`src/rtl/psq_pkg.sv`:
```
package psq_pkg;

    typedef enum logic [2:0] {
        ST_OFF,
        ST_RAMP_A,
        ST_RAMP_B,
        ST_ON,
        ST_DROP_B,
        ST_DROP_A,
        ST_FAULT,
        ST_SHED
    } seq_state_t;

endpackage

```
`src/rtl/psq_strap_latch.sv`:
```
module psq_strap_latch #(
    parameter int VW      = 6,
    parameter int CORE_LO = 13,
    parameter int CORE_HI = 16,
    parameter int MAIN_LO = 18,
    parameter int MAIN_HI = 33
) (
    input  logic          clk,
    input  logic          rst_n,
    input  logic          load,
    input  logic          order_in,
    input  logic          core_sel_in,
    input  logic          main_sel_in,
    output logic          order_q,
    output logic [VW-1:0] core_code,
    output logic [VW-1:0] main_code
);

    localparam logic [VW-1:0] CLO = VW'(CORE_LO);
    localparam logic [VW-1:0] CHI = VW'(CORE_HI);
    localparam logic [VW-1:0] MLO = VW'(MAIN_LO);
    localparam logic [VW-1:0] MHI = VW'(MAIN_HI);

    logic primed_q;
    logic core_sel_q;
    logic main_sel_q;
    logic take;

    assign take = load || !primed_q;

    always_ff @(posedge clk or negedge rst_n) begin
        if (!rst_n) begin
            primed_q   <= 1'b0;
            order_q    <= 1'b0;
            core_sel_q <= 1'b0;
            main_sel_q <= 1'b0;
        end else begin
            primed_q <= 1'b1;
            if (take) begin
                order_q    <= order_in;
                core_sel_q <= core_sel_in;
                main_sel_q <= main_sel_in;
            end
        end
    end

    always_comb begin
        core_code = core_sel_q ? CHI : CLO;
        main_code = main_sel_q ? MHI : MLO;
    end

endmodule

```
`src/rtl/psq_timer.sv`:
```
module psq_timer #(
    parameter int SETTLE_CYC  = 4,
    parameter int TIMEOUT_CYC = 32
) (
    input  logic clk,
    input  logic rst_n,
    input  logic clear,
    input  logic pg,
    output logic settled,
    output logic expired
);

    localparam int MAXC = (SETTLE_CYC > TIMEOUT_CYC) ? SETTLE_CYC : TIMEOUT_CYC;
    localparam int CW   = $clog2(MAXC + 1);
    localparam logic [CW-1:0] S_LAST = CW'(SETTLE_CYC - 1);
    localparam logic [CW-1:0] T_LAST = CW'(TIMEOUT_CYC - 1);

    logic [CW-1:0] good_q;
    logic [CW-1:0] wait_q;

    always_ff @(posedge clk or negedge rst_n) begin
        if (!rst_n) begin
            good_q <= '0;
            wait_q <= '0;
        end else if (clear) begin
            good_q <= '0;
            wait_q <= '0;
        end else begin
            if (wait_q != T_LAST) begin
                wait_q <= wait_q + 1'b1;
            end
            if (!pg) begin
                good_q <= '0;
            end else if (good_q != S_LAST) begin
                good_q <= good_q + 1'b1;
            end
        end
    end

    assign settled = pg && (good_q == S_LAST);
    assign expired = (wait_q == T_LAST);

endmodule

```
`src/rtl/psq_fsm.sv`:
```
module psq_fsm
    import psq_pkg::*;
(
    input  logic clk,
    input  logic rst_n,
    input  logic pwr_req,
    input  logic cover_ok,
    input  logic pg_watch,
    input  logic settled,
    input  logic expired,
    output logic watch_second,
    output logic clear_timer,
    output logic load_straps,
    output logic first_on,
    output logic second_on,
    output logic fault,
    output logic ldo_lp_req,
    output logic rails_ok
);

    seq_state_t state_q;
    seq_state_t state_d;

    always_ff @(posedge clk or negedge rst_n) begin
        if (!rst_n) begin
            state_q <= ST_OFF;
        end else begin
            state_q <= state_d;
        end
    end

    always_comb begin
        state_d = state_q;
        if (!cover_ok) begin
            state_d = ST_SHED;
        end else begin
            unique case (state_q)
                ST_OFF:    if (pwr_req)        state_d = ST_RAMP_A;
                ST_RAMP_A: if (!pwr_req)       state_d = ST_DROP_A;
                           else if (settled)   state_d = ST_RAMP_B;
                           else if (expired)   state_d = ST_FAULT;
                ST_RAMP_B: if (!pwr_req)       state_d = ST_DROP_B;
                           else if (settled)   state_d = ST_ON;
                           else if (expired)   state_d = ST_FAULT;
                ST_ON:     if (!pwr_req)       state_d = ST_DROP_B;
                ST_DROP_B: if (!pg_watch || expired) state_d = ST_DROP_A;
                ST_DROP_A: if (!pg_watch || expired) state_d = ST_OFF;
                ST_FAULT:  if (!pwr_req)       state_d = ST_OFF;
                ST_SHED:   if (!pwr_req)       state_d = ST_OFF;
                default:                       state_d = ST_OFF;
            endcase
        end
    end

    always_comb begin
        first_on     = 1'b0;
        second_on    = 1'b0;
        fault        = 1'b0;
        ldo_lp_req   = 1'b0;
        rails_ok     = 1'b0;
        watch_second = 1'b0;
        unique case (state_q)
            ST_OFF:    ;
            ST_RAMP_A: first_on = 1'b1;
            ST_RAMP_B: begin
                first_on     = 1'b1;
                second_on    = 1'b1;
                watch_second = 1'b1;
            end
            ST_ON: begin
                first_on     = 1'b1;
                second_on    = 1'b1;
                rails_ok     = 1'b1;
                watch_second = 1'b1;
            end
            ST_DROP_B: begin
                first_on     = 1'b1;
                watch_second = 1'b1;
            end
            ST_DROP_A: ;
            ST_FAULT:  fault = 1'b1;
            ST_SHED:   ldo_lp_req = 1'b1;
            default:   ;
        endcase
    end

    assign clear_timer = (state_d != state_q);
    assign load_straps = (state_q == ST_OFF) && (state_d == ST_RAMP_A);

endmodule

```
`src/rtl/psq_sequencer.sv`:
```
module psq_sequencer #(
    parameter int VW          = 6,
    parameter int SETTLE_CYC  = 4,
    parameter int TIMEOUT_CYC = 32,
    parameter int CORE_LO     = 13,
    parameter int CORE_HI     = 16,
    parameter int MAIN_LO     = 18,
    parameter int MAIN_HI     = 33
) (
    input  logic          clk,
    input  logic          rst_n,
    input  logic          order_strap,
    input  logic          core_v_strap,
    input  logic          main_v_strap,
    input  logic          pwr_req,
    input  logic          core_pg,
    input  logic          main_pg,
    input  logic          cover_ok,
    output logic          core_en,
    output logic          main_en,
    output logic [VW-1:0] core_vcode,
    output logic [VW-1:0] main_vcode,
    output logic          ldo_lp_req,
    output logic          fault,
    output logic          rails_ok
);

    logic order_q;
    logic load_straps;
    logic watch_second;
    logic clear_timer;
    logic settled;
    logic expired;
    logic first_on;
    logic second_on;
    logic pg_first;
    logic pg_second;
    logic pg_watch;

    psq_strap_latch #(
        .VW(VW), .CORE_LO(CORE_LO), .CORE_HI(CORE_HI),
        .MAIN_LO(MAIN_LO), .MAIN_HI(MAIN_HI)
    ) u_straps (
        .clk(clk), .rst_n(rst_n), .load(load_straps),
        .order_in(order_strap), .core_sel_in(core_v_strap),
        .main_sel_in(main_v_strap), .order_q(order_q),
        .core_code(core_vcode), .main_code(main_vcode)
    );

    assign pg_first  = order_q ? main_pg : core_pg;
    assign pg_second = order_q ? core_pg : main_pg;
    assign pg_watch  = watch_second ? pg_second : pg_first;

    psq_timer #(
        .SETTLE_CYC(SETTLE_CYC), .TIMEOUT_CYC(TIMEOUT_CYC)
    ) u_timer (
        .clk(clk), .rst_n(rst_n), .clear(clear_timer),
        .pg(pg_watch), .settled(settled), .expired(expired)
    );

    psq_fsm u_fsm (
        .clk(clk), .rst_n(rst_n), .pwr_req(pwr_req), .cover_ok(cover_ok),
        .pg_watch(pg_watch), .settled(settled), .expired(expired),
        .watch_second(watch_second), .clear_timer(clear_timer),
        .load_straps(load_straps), .first_on(first_on),
        .second_on(second_on), .fault(fault), .ldo_lp_req(ldo_lp_req),
        .rails_ok(rails_ok)
    );

    assign core_en = order_q ? second_on : first_on;
    assign main_en = order_q ? first_on  : second_on;

endmodule

```
`config.mk`:
```
export PLATFORM = sky130hd
export DESIGN_NAME = psq_sequencer
export DESIGN_NICKNAME = d
export VERILOG_FILES = /design/src/rtl/psq_pkg.sv /design/src/rtl/psq_strap_latch.sv /design/src/rtl/psq_timer.sv /design/src/rtl/psq_fsm.sv /design/src/rtl/psq_sequencer.sv
export SDC_FILE = /design/constraint.sdc
export NUM_CORES = 1
export LEC_CHECK = 0
export BUFFER_PORTS_ARGS = -buffer_cell sky130_fd_sc_hd__buf_2
export CAP_MARGIN = 20
export CORE_MARGIN = 5
export CORE_UTILIZATION = 60
export CTS_BUF_LIST = sky130_fd_sc_hd__clkbuf_8 sky130_fd_sc_hd__clkbuf_16
export CTS_CLUSTER_SIZE = 25
export DETAILED_ROUTE_END_ITERATION = 16
export PLACE_DENSITY = 0.87
export SYNTH_ARGS = -nofsm -noshare
export SYNTH_HDL_FRONTEND = slang
export SYNTH_SLANG_ARGS = --single-unit
```
`constraint.sdc`:
```
create_clock -name clk -period 3.3 [get_ports clk]
set_input_delay 0.495 -clock clk [delete_from_list [all_inputs] [get_ports clk]]
set_output_delay 0.495 -clock clk [all_outputs]
set_load 0.05 [all_outputs]
```
==> flow_metrics.py, run 1 <==
metrics = {
    "setup_path": {
        "crit_family": "compound AO/OA/AOI/OAI gates",
        "reg2regPathDepth": 6,
        "critical_path.cell_chain": "nor3b_2, nor3_2, o31ai_2, a211oi_2, buf_6, a2111oi_1",
        "worstSetupPathType": "reg2reg",
        "reg2reg_to": "u_timer.wait_q[3]",
        "critPathLaunch": "u_fsm.state_q[2]",
        "critical_path_cell_count": 6,
        "crit_path_max_fo": 16,
        "worst_path_largest_cell_delay_ns": 0.67,
        "worstSetupEndpointType": "flop",
        "timing.critical_path.arrival_ns": 2.55,
        "crit_slowest_cell": "sky130_fd_sc_hd__dfrtp_1",
        "worstPathRequired_ns": 3.42,
        "critPathCapture": "u_timer.wait_q[3]",
        "reg2reg_start": "u_fsm.state_q[2]",
        "worst-r2r-setup-slack_ns": 0.87,
        "worstPathBufferInverterCount": 1,
        "worst_setup_path_start_kind": "flop",
    },
    "cts": {
        "ctsResizeCount": 0,
        "clock_tree.root_cell": "sky130_fd_sc_hd__clkbuf_8",
        "tritoncts.num_buffers": 3,
        "worst_setup_hold_path_clk_slew_ns": 0.07,
        "cts_max_path_buffers": 2,
        "cts.hold.buffers_added": 0,
        "cts_tree": "yes",
        "cts.htree.levels": 1,
        "clock_insertion_delay_at_the_later_pin_of_the_skew_report_ns": 0.26,
        "clkSinkCount": 19,
        "post_cts.repair.setup_buffers": 0,
    },
    "floorplan": {
        "boundaryPins": 26,
        "die_footprint_sq_mm": 0.003563,
        "num_rows": 18,
        "core_sq_mm": 0.002410,
        "die_x_um": 59.69,
        "die_y_um": 59.69,
        "initial_core_util_pct": 61.47,
    },
    "layout": {
        "finish.net_count": 185,
        "layout.filler_cells": 194,
        "sequential_area_sq_um": 475.5,
        "area_growth_pct": 6.334,
        "final_layout_size_suffix_gt1_share_pct": 29.48,
        "multiInputGateArea_sq_um": 874.6,
        "diodes": 0,
    },
    "sta": {
        "transition_time_at_the_pin_with_the_least_slew_margin_ns": 0.8405,
        "setup-tns-final_ns": 0,
        "fmax_achieved_mhz": 411.6,
        "final-max-slew-violation-count": 0,
        "post-route-period-util_pct": 73.63,
        "grt_setup_unrepaired": "false",
        "timing.slew.headroom_pct": 43.97,
        "finClkSkew_ns": 0.001461,
        "setup_viol": 0,
        "fin_ws_ns": 0.8703,
        "final_hold_viol_count": 0,
        "finalCriticalPeriod_ns": 2.430,
    },
    "synth": {
        "fraction_of_registers_with_async_set_or_reset_after_synthesis_pct": 100.0,
        "synth_cell_type_count": 49,
        "post_synth_xor_area_fraction_pct": 4.139,
        "syn_area_sq_mm": 0.001481,
        "share_of_yosys_cell_area_claimed_by_the_top_area_cell_type_pct": 32.09,
        "synth_area_per_cell_sq_um": 9.201,
        "synth_enable_flop_cells": 0,
        "synth_mux_area_share_pct": 3.885,
        "compound_cell_area_share_of_the_yosys_netlist_pct": 16.47,
        "synthesis.yosys.warnings": 0,
        "synth_top_family_by_area": "simple AND/OR/NAND/NOR gates",
        "synth-adder-area-share_pct": 1.689,
        "synthCells": 161,
        "synth-seq-cells": 19,
        "seq_total_area_yosys_pct": 32.09,
        "synthTopCellsByArea": "sky130_fd_sc_hd__dfrtp_1 32%, sky130_fd_sc_hd__nor4_2 7.6%, sky130_fd_sc_hd__buf_4 5.1%, sky130_fd_sc_hd__nand2_1 4.8%, sky130_fd_sc_hd__o21ai_0 3.4%",
        "synth-simple-area-share_pct": 31.59,
        "synth_top_flop_cell": "sky130_fd_sc_hd__dfrtp_1",
        "synth.largest_area_cell": "sky130_fd_sc_hd__dfrtp_1",
    },
    "drt": {
        "post_drt_wl_per_cell_um": 15.92,
        "detail_route.vias_per_cell": 6.222,
        "route.final.wire_length_um": 3231,
        "drt.antenna.violating_nets": 0,
        "route.vias.total": 1263,
        "detailedRoute.firstIterationViolations": 78,
        "first_pass_drt_iterations": 4,
        "drc_errors": 0,
    },
    "global_routing": {
        "first_global_vias": 1062,
        "grt_pass1_wl_um": 5299,
        "grt_antenna_before_repair": 0,
        "globalRouteOverflowTotal": 0,
        "grt_max_degree": 20,
        "grt_util_all_layers_pct": 19.85,
    },
    "pwr": {
        "irDropWorstVdd_mv": 0.3359,
        "pwr_density_cell_mw_per_mm2": 429.0,
        "power.leakage_nw": 0.6583,
    },
    "run": {
        "cap_viol_max_count": 0,
    },
    "placement": {
        "place_worst_setup_slack_ns": 0.5736,
        "post-dp-hpwl_um": 2319,
        "port-buffer-count": 21,
        "routabilityCongestion": 0.9035,
    },
    "hold_path": {
        "hold_path_class": "in2async",
    },
    "status": {
        "run_status": "complete, no violations",
    },
}
[worst min-delay path by stage]
stage                                   end  slack (ns)  cells after the start
after detailed placement   u_fsm.state_q[2]        0.46                      1
after global placement     u_fsm.state_q[2]        0.46                      1
after CTS                  u_fsm.state_q[2]        0.18                      1
after global routing      u_timer.wait_q[1]        0.20                      1
after floorplan            u_fsm.state_q[0]        0.20                      0
final                      u_fsm.state_q[2]        0.17                      1
[cell usage after synthesis, types with 3 or more instances]
| master | number |
|---|---|
| sky130_fd_sc_hd__dfrtp_1 | 19 |
| sky130_fd_sc_hd__nand2_1 | 19 |
| sky130_fd_sc_hd__buf_4 | 10 |
| sky130_fd_sc_hd__o21ai_0 | 10 |
| sky130_fd_sc_hd__nor2_1 | 9 |
| sky130_fd_sc_hd__nor4_2 | 9 |
| sky130_fd_sc_hd__nand3_1 | 6 |
| sky130_fd_sc_hd__a21oi_1 | 5 |
| sky130_fd_sc_hd__inv_1 | 5 |
| sky130_fd_sc_hd__xnor2_1 | 5 |
| sky130_fd_sc_hd__and2_1 | 3 |
| sky130_fd_sc_hd__and3b_1 | 3 |
| sky130_fd_sc_hd__buf_2 | 3 |
| sky130_fd_sc_hd__clkbuf_1 | 3 |
| sky130_fd_sc_hd__nor3_1 | 3 |
| sky130_fd_sc_hd__or2_2 | 3 |
[cells in the final DEF (no fill, tap or decap), types with 3 or more instances in the layout]
cell | Yosys | routed
sky130_fd_sc_hd__buf_2 | 3 | 21
sky130_fd_sc_hd__nand2_1 | 19 | 19
sky130_fd_sc_hd__dfrtp_1 | 19 | 19
sky130_fd_sc_hd__o21ai_0 | 10 | 10
sky130_fd_sc_hd__nor2_1 | 9 | 9
sky130_fd_sc_hd__nor4_2 | 9 | 9
sky130_fd_sc_hd__inv_1 | 5 | 6
sky130_fd_sc_hd__nand3_1 | 6 | 6
sky130_fd_sc_hd__a21oi_1 | 5 | 5
sky130_fd_sc_hd__xnor2_1 | 5 | 5
sky130_fd_sc_hd__conb_1 | 2 | 5
sky130_fd_sc_hd__and2_1 | 3 | 3
sky130_fd_sc_hd__and3b_1 | 3 | 3
sky130_fd_sc_hd__nor3_1 | 3 | 3
sky130_fd_sc_hd__or2_2 | 3 | 3
sky130_fd_sc_hd__clkbuf_8 | 0 | 3
[cell type report]
type	count	share of cell area (%)
Tap cell	30	2.383
Sequential cell	19	30.18
Clock inverter	1	0.2383
Multi-Input combinational cell	122	55.52
Timing Repair Buffer	23	7.863
Clock buffer	3	2.621
Inverter	5	1.191
[where the power goes]
| group | leakage, nW | total [W] | internal (W) | switching (W) |
|---|---|---|---|---|
| combinational | 0.386 | 0.000240 | 0.0000715 | 0.000168 |
| clock | 0.0269 | 0.000160 | 0.0000829 | 0.0000769 |
| sequential | 0.246 | 0.000276 | 0.000248 | 0.0000282 |
| total | 0.658 | 0.000676 | 0.000403 | 0.000273 |
[registers in the layout, summed over array words and instances (netlist names)]
signal,flops
u_timer.wait_q,6
u_straps.core_sel_q,1
u_straps.primed_q,1
u_fsm.state_q,3
u_timer.good_q,6
u_straps.main_sel_q,1
u_straps.order_q,1
[per-stage QoR]
| stage | cell area (sq um) | utilization, % | hold slack (ns) | instances | power (W) |
|---|---|---|---|---|---|
| final | 1575 | 65.37 | 0.1682 | 203 | 0.0006758 |
| after global routing | 1575 | 65.37 | 0.1993 | 203 | 0.0007107 |
| after CTS | 1564 | 64.90 | 0.1791 | 202 | 0.0006744 |
| after detailed placement | 1519 | 63.03 | 0.4623 | 198 | 0.0005114 |
| after global placement | 1519 | 63.03 | 0.4573 | 198 | 0.0005039 |
| after floorplan | 1493 | - | 0.1994 | 164 | 0.0004801 |
[kinds of logic (layout without fill, tap and decap cells)]
kind of cell | count (synthesis) | in the layout
other | 2 | 5
AO/OA/AOI/OAI | 31 | 31
XOR/XNOR | 7 | 7
multiplexers | 5 | 5
AND/OR/NAND/NOR | 72 | 72
flip-flops | 19 | 19
buffers and inverters | 23 | 32
adder cells (fa/ha/maj) | 2 | 2
[layer usage]
| layer | GRT usage, % | wire length (um) | part of all wire [%] |
|---|---|---|---|
| met5 | 0 | 0 | 0 |
| met4 | 6.646 | 43 | 1.3 |
| met3 | 2.808 | 197 | 6.1 |
| met2 | 33.02 | 1660 | 51 |
| met1 | 26.32 | 1330 | 41 |
Note: power is estimated with default switching activity, not from simulation.
==> run 2: changes to the inputs <==
CORE_UTILIZATION = 55   (was 60)
PLACE_DENSITY = 0.81   (was 0.87)
clock period = 2.5 ns   (was 3.3 ns; I/O delays follow)
==> run 2 against run 1 <==
Combinational power up 34%. Setup slack worse by 0.70 ns. Total power up 33%. Cell count rose by 0.99%. Largest cell class unchanged. Critical path depth shrank 1. Clock power grew 33%. Global-route usage down 2.1 points. Die area is 7.5% higher. Clock-buffer cell count unchanged. Hold slack worse by 0.12 ns. Via count shrank 1.6%. Design area increased by 0.79%.
==> flow_metrics.py, run 2 (synthesis results as in run 1) <==
metrics = {
    "status": {
        "run_status": "complete, no violations",
    },
    "setup_path": {
        "worstPathBufferInverterCount": 0,
        "reg2reg_start": "u_fsm.state_q[0]",
        "crit_path_max_fo": 16,
        "crit_family": "compound AO/OA/AOI/OAI gates",
        "timing.critical_path.arrival_ns": 2.46,
        "worst-r2r-setup-slack_ns": 0.17,
        "worstPathRequired_ns": 2.64,
        "reg2reg_to": "u_timer.wait_q[1]",
        "critical_path.cell_chain": "or2_1, a211oi_4, or4_1, o221ai_2, a2111oi_2",
        "reg2regPathDepth": 5,
        "crit_slowest_cell": "sky130_fd_sc_hd__dfrtp_1",
        "worst_path_largest_cell_delay_ns": 0.55,
        "critical_path_cell_count": 5,
        "worstSetupPathType": "reg2reg",
        "worst_setup_path_start_kind": "flop",
        "worstSetupEndpointType": "flop",
    },
    "pwr": {
        "irDropWorstVdd_mv": 0.3798,
        "power.leakage_nw": 0.6653,
        "power.total_w": 0.0008969,
        "share_clk_of_total_power_pct": 23.8,
        "pwr_density_cell_mw_per_mm2": 564.9,
        "seqPwrFrac_pct": 40.4,
        "power.share.combinational_pct": 35.8,
        "swShare_pct": 40.27,
        "intPower_w": 0.0005357,
        "p_sw_w": 0.0003612,
    },
    "drt": {
        "drc_errors": 0,
        "route.vias.total": 1243,
        "first_pass_drt_iterations": 4,
        "detail_route.vias_per_cell": 6.063,
        "detailedRoute.firstIterationViolations": 76,
        "drt.antenna.violating_nets": 0,
        "post_drt_wl_per_cell_um": 15.31,
        "route.final.wire_length_um": 3138,
    },
    "cts": {
        "cts_max_path_buffers": 2,
        "tritoncts.num_buffers": 3,
        "post_cts.repair.setup_buffers": 0,
        "clkSinkCount": 19,
        "cts.hold.buffers_added": 0,
        "clock_insertion_delay_at_the_later_pin_of_the_skew_report_ns": 0.25,
        "ctsResizeCount": 0,
        "worst_setup_hold_path_clk_slew_ns": 0.07,
        "cts_tree": "yes",
        "cts.htree.levels": 1,
        "clock_tree.root_cell": "sky130_fd_sc_hd__clkbuf_8",
    },
    "layout": {
        "most_frequent_cells_in_the_layout": "21 x sky130_fd_sc_hd__buf_2, 19 x sky130_fd_sc_hd__nand2_1, 19 x sky130_fd_sc_hd__dfrtp_1, 10 x sky130_fd_sc_hd__o21ai_0",
        "largest_registers": "u_timer.good_q: 6 flops, u_timer.wait_q: 6 flops, u_fsm.state_q: 3 flops",
        "layoutNonFillerInstCount": 205,
        "diodes": 0,
        "area_growth_pct": 7.179,
        "finalInstanceArea_sq_mm": 0.001588,
        "final_layout_size_suffix_gt1_share_pct": 30.86,
        "finish.net_count": 187,
        "most_common_library_cell_in_the_layout_ignoring_fill_and_taps": "sky130_fd_sc_hd__buf_2",
    },
    "floorplan": {
        "initial_core_util_pct": 58.73,
        "die_x_um": 61.90,
        "core_sq_mm": 0.002522,
        "boundaryPins": 26,
        "die_y_um": 61.90,
        "num_rows": 18,
        "die_footprint_sq_mm": 0.003832,
    },
    "global_routing": {
        "first_global_vias": 1142,
        "globalRouteOverflowTotal": 0,
        "grt_max_degree": 20,
        "grt_pass1_wl_um": 5009,
        "grt_antenna_before_repair": 0,
        "grt_util_all_layers_pct": 17.76,
    },
    "sta": {
        "finClkSkew_ns": 0.003804,
        "fmax_achieved_mhz": 429.9,
        "finalCriticalPeriod_ns": 2.326,
        "setup-tns-final_ns": 0,
        "grt_setup_unrepaired": "false",
        "transition_time_at_the_pin_with_the_least_slew_margin_ns": 0.8220,
        "timing.slew.headroom_pct": 45.20,
        "final_hold_viol_count": 0,
        "setup_viol": 0,
        "post-route-period-util_pct": 93.04,
        "final-max-slew-violation-count": 0,
    },
    "placement": {
        "routabilityCongestion": 0.9176,
        "post-dp-hpwl_um": 2422,
        "dpl-instance-area_sq_mm": 0.001541,
        "placed_cells": 201,
        "port-buffer-count": 21,
    },
    "hold_path": {
        "hold_path_class": "in2async",
    },
    "run": {
        "cap_viol_max_count": 0,
    },
}
==> run 2: through the flow <==
stage | utilization, % | setup WS (ns) | hold slack (ns)
after global placement | 61.11 | 0.2634 | 0.3328
final | 62.95 | 0.1739 | 0.05005
after detailed placement | 61.11 | 0.2161 | 0.3375
after floorplan | - | 0.2701 | 0.07941
after global routing | 62.95 | 0.02551 | 0.07570
after CTS | 62.95 | 0.1912 | 0.06109
==> run 2: layout make-up <==
cell class / count / area, sq um
multi-input cells: 122 / 874.6
clock inverters: 1 / 5.005
well taps: 30 / 37.54
inverters: 5 / 18.77
repair buffers: 25 / 135.1
fillers: 212 / 934.6
flip-flops and latches: 19 / 475.5
clock buffers: 3 / 41.29
==> run 2: worst max path at each step <==
| stage | start | slack [ns] | endpoint |
|---|---|---|---|
| 4_1_cts | u_fsm.state_q[0] | 0.19 | u_timer.wait_q[3] |
| 6_report | u_fsm.state_q[0] | 0.17 | u_timer.wait_q[1] |
| 3_3_place_gp | u_fsm.state_q[0] | 0.26 | u_timer.wait_q[3] |
| 5_1_grt | u_fsm.state_q[0] | 0.03 | u_timer.wait_q[1] |
| 3_5_place_dp | u_fsm.state_q[0] | 0.22 | u_timer.wait_q[3] |
| 2_1_floorplan | u_fsm.state_q[0] | 0.27 | core_en |
==> run 2: power groups by stage <==
stage                     registers [W]  clock network (W)  logic (W)
final                          0.000362           0.000213   0.000321
after global routing           0.000366           0.000236   0.000344
after CTS                      0.000361           0.000218   0.000322
after detailed placement       0.000367                  0   0.000321
after global placement         0.000364                  0   0.000312
after floorplan                0.000352                  0   0.000282
==> run 2: routing by layer <==
| metal | part of all wire (%) | track usage, % | wire length, um |
|---|---|---|---|
| met1 | 41 | 21.17 | 1281 |
| met2 | 50 | 31.24 | 1582 |
| met3 | 7.3 | 2.893 | 230 |
| met4 | 1.4 | 7.879 | 44 |
| met5 | 0 | 0 | 0 |
==> run 3: changes to the inputs <==
CORE_UTILIZATION = 54   (was 55)
SYNTH_HIERARCHICAL = 1   (was unset)
==> run 3 against run 2 <==
Fmax decreased by 25%. Largest power group is now combinational cells. The flow now finishes with violations (setup timing). Via count down 14%. Design area is 1.8% lower. Clock power is essentially flat. Sequential share of layout area rose by 0.55 points. Wire length is 8.4% lower. Total power rose by 9.0%. Synthesized cell count is 19% lower.
==> flow_metrics.py, run 3 <==
metrics = {
    "status": {
        "run_status": "finished with violations",
        "failed_checks": "setup timing",
    },
    "drt": {
        "detailedRoute.firstIterationViolations": 38,
        "route.vias.total": 1065,
        "route.final.wire_length_um": 2874,
        "post_drt_wl_per_cell_um": 15.05,
        "drt.antenna.violating_nets": 0,
        "drc_errors": 0,
        "first_pass_drt_iterations": 4,
        "detail_route.vias_per_cell": 5.576,
    },
    "global_routing": {
        "grt_max_degree": 20,
        "grt_util_all_layers_pct": 19.39,
        "grt_antenna_before_repair": 0,
        "globalRouteOverflowTotal": 0,
        "grt_pass1_wl_um": 5085,
        "first_global_vias": 1103,
    },
    "placement": {
        "place_worst_setup_slack_ns": -0.5012,
        "post-dp-hpwl_um": 1967,
        "port-buffer-count": 21,
        "placed_cells": 184,
        "dpl-instance-area_sq_mm": 0.001438,
        "routabilityCongestion": 0.9159,
    },
    "cts": {
        "cts_tree": "yes",
        "cts.hold.buffers_added": 0,
        "clock_insertion_delay_at_the_later_pin_of_the_skew_report_ns": 0.25,
        "worst_setup_hold_path_clk_slew_ns": 0.07,
        "tritoncts.num_buffers": 3,
        "clkSinkCount": 19,
        "cts_max_path_buffers": 2,
        "cts.htree.levels": 1,
        "clock_tree.root_cell": "sky130_fd_sc_hd__clkbuf_8",
    },
    "synth": {
        "synth_enable_flop_cells": 0,
        "share_of_yosys_cell_area_claimed_by_the_top_area_cell_type_pct": 37.62,
        "synthTopCellsByArea": "sky130_fd_sc_hd__dfrtp_1 38%, sky130_fd_sc_hd__buf_4 5.9%, sky130_fd_sc_hd__mux2_4 3.6%, sky130_fd_sc_hd__nand2b_1 3.5%, sky130_fd_sc_hd__xor2_1 2.8%",
        "synth_top_flop_cell": "sky130_fd_sc_hd__dfrtp_1",
        "synth_common_cells": "19 x sky130_fd_sc_hd__dfrtp_1, 10 x sky130_fd_sc_hd__buf_4, 9 x sky130_fd_sc_hd__nor2_1, 7 x sky130_fd_sc_hd__nand2b_1, 6 x sky130_fd_sc_hd__o21ai_0",
        "most_instantiated_library_cell_after_synthesis": "sky130_fd_sc_hd__dfrtp_1",
        "synth-adder-area-share_pct": 1.980,
        "synth-seq-cells": 19,
        "synth_area_per_cell_sq_um": 9.647,
        "post_synth_xor_area_fraction_pct": 4.851,
        "synth_mux_area_share_pct": 6.238,
        "fraction_of_registers_with_async_set_or_reset_after_synthesis_pct": 100.0,
        "synth_cell_type_count": 51,
        "synth.largest_area_cell": "sky130_fd_sc_hd__dfrtp_1",
        "compound_cell_area_share_of_the_yosys_netlist_pct": 15.84,
        "synth-simple-area-share_pct": 23.86,
        "synthesis.yosys.warnings": 6,
        "syn_area_sq_mm": 0.001264,
        "seq_total_area_yosys_pct": 37.62,
        "synth_top_family_by_area": "simple AND/OR/NAND/NOR gates",
        "synthCells": 131,
    },
    "sta": {
        "fin_ws_ns": -0.6180,
        "setup_viol": 12,
        "grt_setup_unrepaired": "true",
        "fmax_achieved_mhz": 320.7,
        "finClkSkew_ns": 0.001299,
        "finalCriticalPeriod_ns": 3.118,
        "final_hold_viol_count": 0,
        "post-route-period-util_pct": 124.7,
        "final-max-slew-violation-count": 0,
    },
    "layout": {
        "finalInstanceArea_sq_mm": 0.001559,
        "diodes": 0,
        "most_frequent_cells_in_the_layout": "22 x sky130_fd_sc_hd__buf_2, 19 x sky130_fd_sc_hd__dfrtp_1, 16 x sky130_fd_sc_hd__buf_4, 8 x sky130_fd_sc_hd__nor2_1, 6 x sky130_fd_sc_hd__nand2b_1",
        "largest_registers": "u_timer/good_q: 6 flops, u_timer/wait_q: 6 flops, u_fsm/state_q: 3 flops",
        "layout.core_utilization_pct": 69.80,
        "final_layout_size_suffix_gt1_share_pct": 41.10,
        "layout.filler_cells": 168,
        "finish.net_count": 175,
        "layoutNonFillerInstCount": 191,
        "most_common_library_cell_in_the_layout_ignoring_fill_and_taps": "sky130_fd_sc_hd__buf_2",
        "area_growth_pct": 23.37,
    },
    "setup_path": {
        "reg2regPathDepth": 14,
        "worstSetupEndpointType": "flop",
        "reg2reg_to": "u_timer/wait_q[5]",
        "worst_setup_path_start_kind": "flop",
        "reg2reg_start": "u_fsm/state_q[2]",
        "timing.critical_path.arrival_ns": 3.31,
        "worstSetupPathType": "reg2reg",
        "worstPathRequired_ns": 2.69,
        "crit_path_max_fo": 6,
        "worst-r2r-setup-slack_ns": -0.62,
    },
    "floorplan": {
        "die_y_um": 58.38,
        "num_rows": 17,
        "core_sq_mm": 0.002233,
        "die_footprint_sq_mm": 0.003408,
        "die_x_um": 58.38,
        "boundaryPins": 26,
        "initial_core_util_pct": 56.58,
    },
    "pwr": {
        "power.share.combinational_pct": 42.2,
        "intPower_w": 0.0006029,
        "pwr_density_cell_mw_per_mm2": 627.2,
        "power.total_w": 0.0009778,
        "share_clk_of_total_power_pct": 21.5,
        "power.leakage_nw": 0.7485,
        "irDropWorstVdd_mv": 0.4655,
        "seqPwrFrac_pct": 36.2,
        "p_sw_w": 0.0003748,
        "swShare_pct": 38.34,
    },
    "run": {
        "cap_viol_max_count": 0,
    },
    "hold_path": {
        "hold_path_class": "in2async",
    },
}
[run 3: cell types whose count changed after synthesis, sizes merged, moves of 3 or more]
cell    before  now
nand2       19    4
nor4         9    0
nand2b       2    9
nor2b        1    5
or2          4    0
a211oi       3    0
and3b        3    0
mux2         3    6
nand3        6    3
[run 3: what timing repair did]
item	CTS	global route
buffers inserted	3	0
cloned	1	0
pin swaps	11	6
endpoints found under the setup margin	12	13
hold endpoints to repair	0	0
gates resized for setup	8	3
[run 3: worst max path at each step]
stage / from / to / cells after the start
floorplan: u_fsm/state_q[2] / u_timer/wait_q[5] / 15
global placement: u_fsm/state_q[2] / u_timer/wait_q[5] / 14
detailed placement: u_fsm/state_q[1] / u_timer/good_q[5] / 14
CTS: u_fsm/state_q[2] / u_timer/wait_q[3] / 14
global route: u_fsm/state_q[2] / u_timer/wait_q[3] / 14
finish: u_fsm/state_q[2] / u_timer/wait_q[5] / 14
[run 3: area by class of cell]
class	count	area [sq um]	share of cell area, %
clock buffer	3	41.29	2.648
clock inverter	1	5.005	0.3210
inverter	4	15.01	0.9631
multi-input combinational	97	745.7	47.83
sequential	19	475.5	30.50
tap	28	35.03	2.247
timing repair buffer	39	241.5	15.49
[run 3: power by group through the flow]
stage,Sequential (W),Combinational [W],Clock [W]
floorplan,0.000354,0.000295,0
global placement,0.000356,0.000362,0
detailed placement,0.000357,0.000373,0
CTS,0.000351,0.000405,0.000221
global route,0.000356,0.000441,0.000239
finish,0.000354,0.000413,0.000211
[run 3: stage by stage]
step / hold WS, ns / setup TNS [ns]
global placement: 0.3358 / -4.091
finish: 0.05678 / -6.467
CTS: 0.06810 / -5.510
floorplan: 0.07941 / -6.435
global route: 0.08440 / -8.109
detailed placement: 0.3430 / -4.982
[run 3: cells by family (layout without fill, tap and decap cells)]
logic type                 after synthesis  count (layout)
xor gates and xnor gates                 7               7
and+or+nand+nor                         49              49
adders and majority gates                2               2
muxes                                    6               6
DFF                                     19              19
other                                    2               5
buffers and inverters                   18              47
AOI/OAI and AO/OA                       28              28
[run 3: critical path, cell delays in order, from the launching register on]
cell and delay [ns]:
sky130_fd_sc_hd__dfrtp_1 0.41, sky130_fd_sc_hd__and2b_1 0.23, sky130_fd_sc_hd__a21o_2 0.21, sky130_fd_sc_hd__xor2_2 0.15, sky130_fd_sc_hd__mux2_4 0.20, sky130_fd_sc_hd__or4b_4 0.48, sky130_fd_sc_hd__nor2_4 0.14, sky130_fd_sc_hd__nor2b_4 0.15
sky130_fd_sc_hd__o211ai_1 0.09, sky130_fd_sc_hd__o2111ai_2 0.13, sky130_fd_sc_hd__xnor2_1 0.17, sky130_fd_sc_hd__o2111ai_2 0.16, sky130_fd_sc_hd__buf_6 0.17, sky130_fd_sc_hd__a311oi_2 0.23, sky130_fd_sc_hd__a41o_1 0.12
[run 3: layer usage]
metal,share of wire [%],global-route usage [%],routed length [um]
met5,0,0,0
met2,53,35.57,1519
met1,40,22.94,1157
met3,6.1,3.289,176
met4,0.70,5.629,20
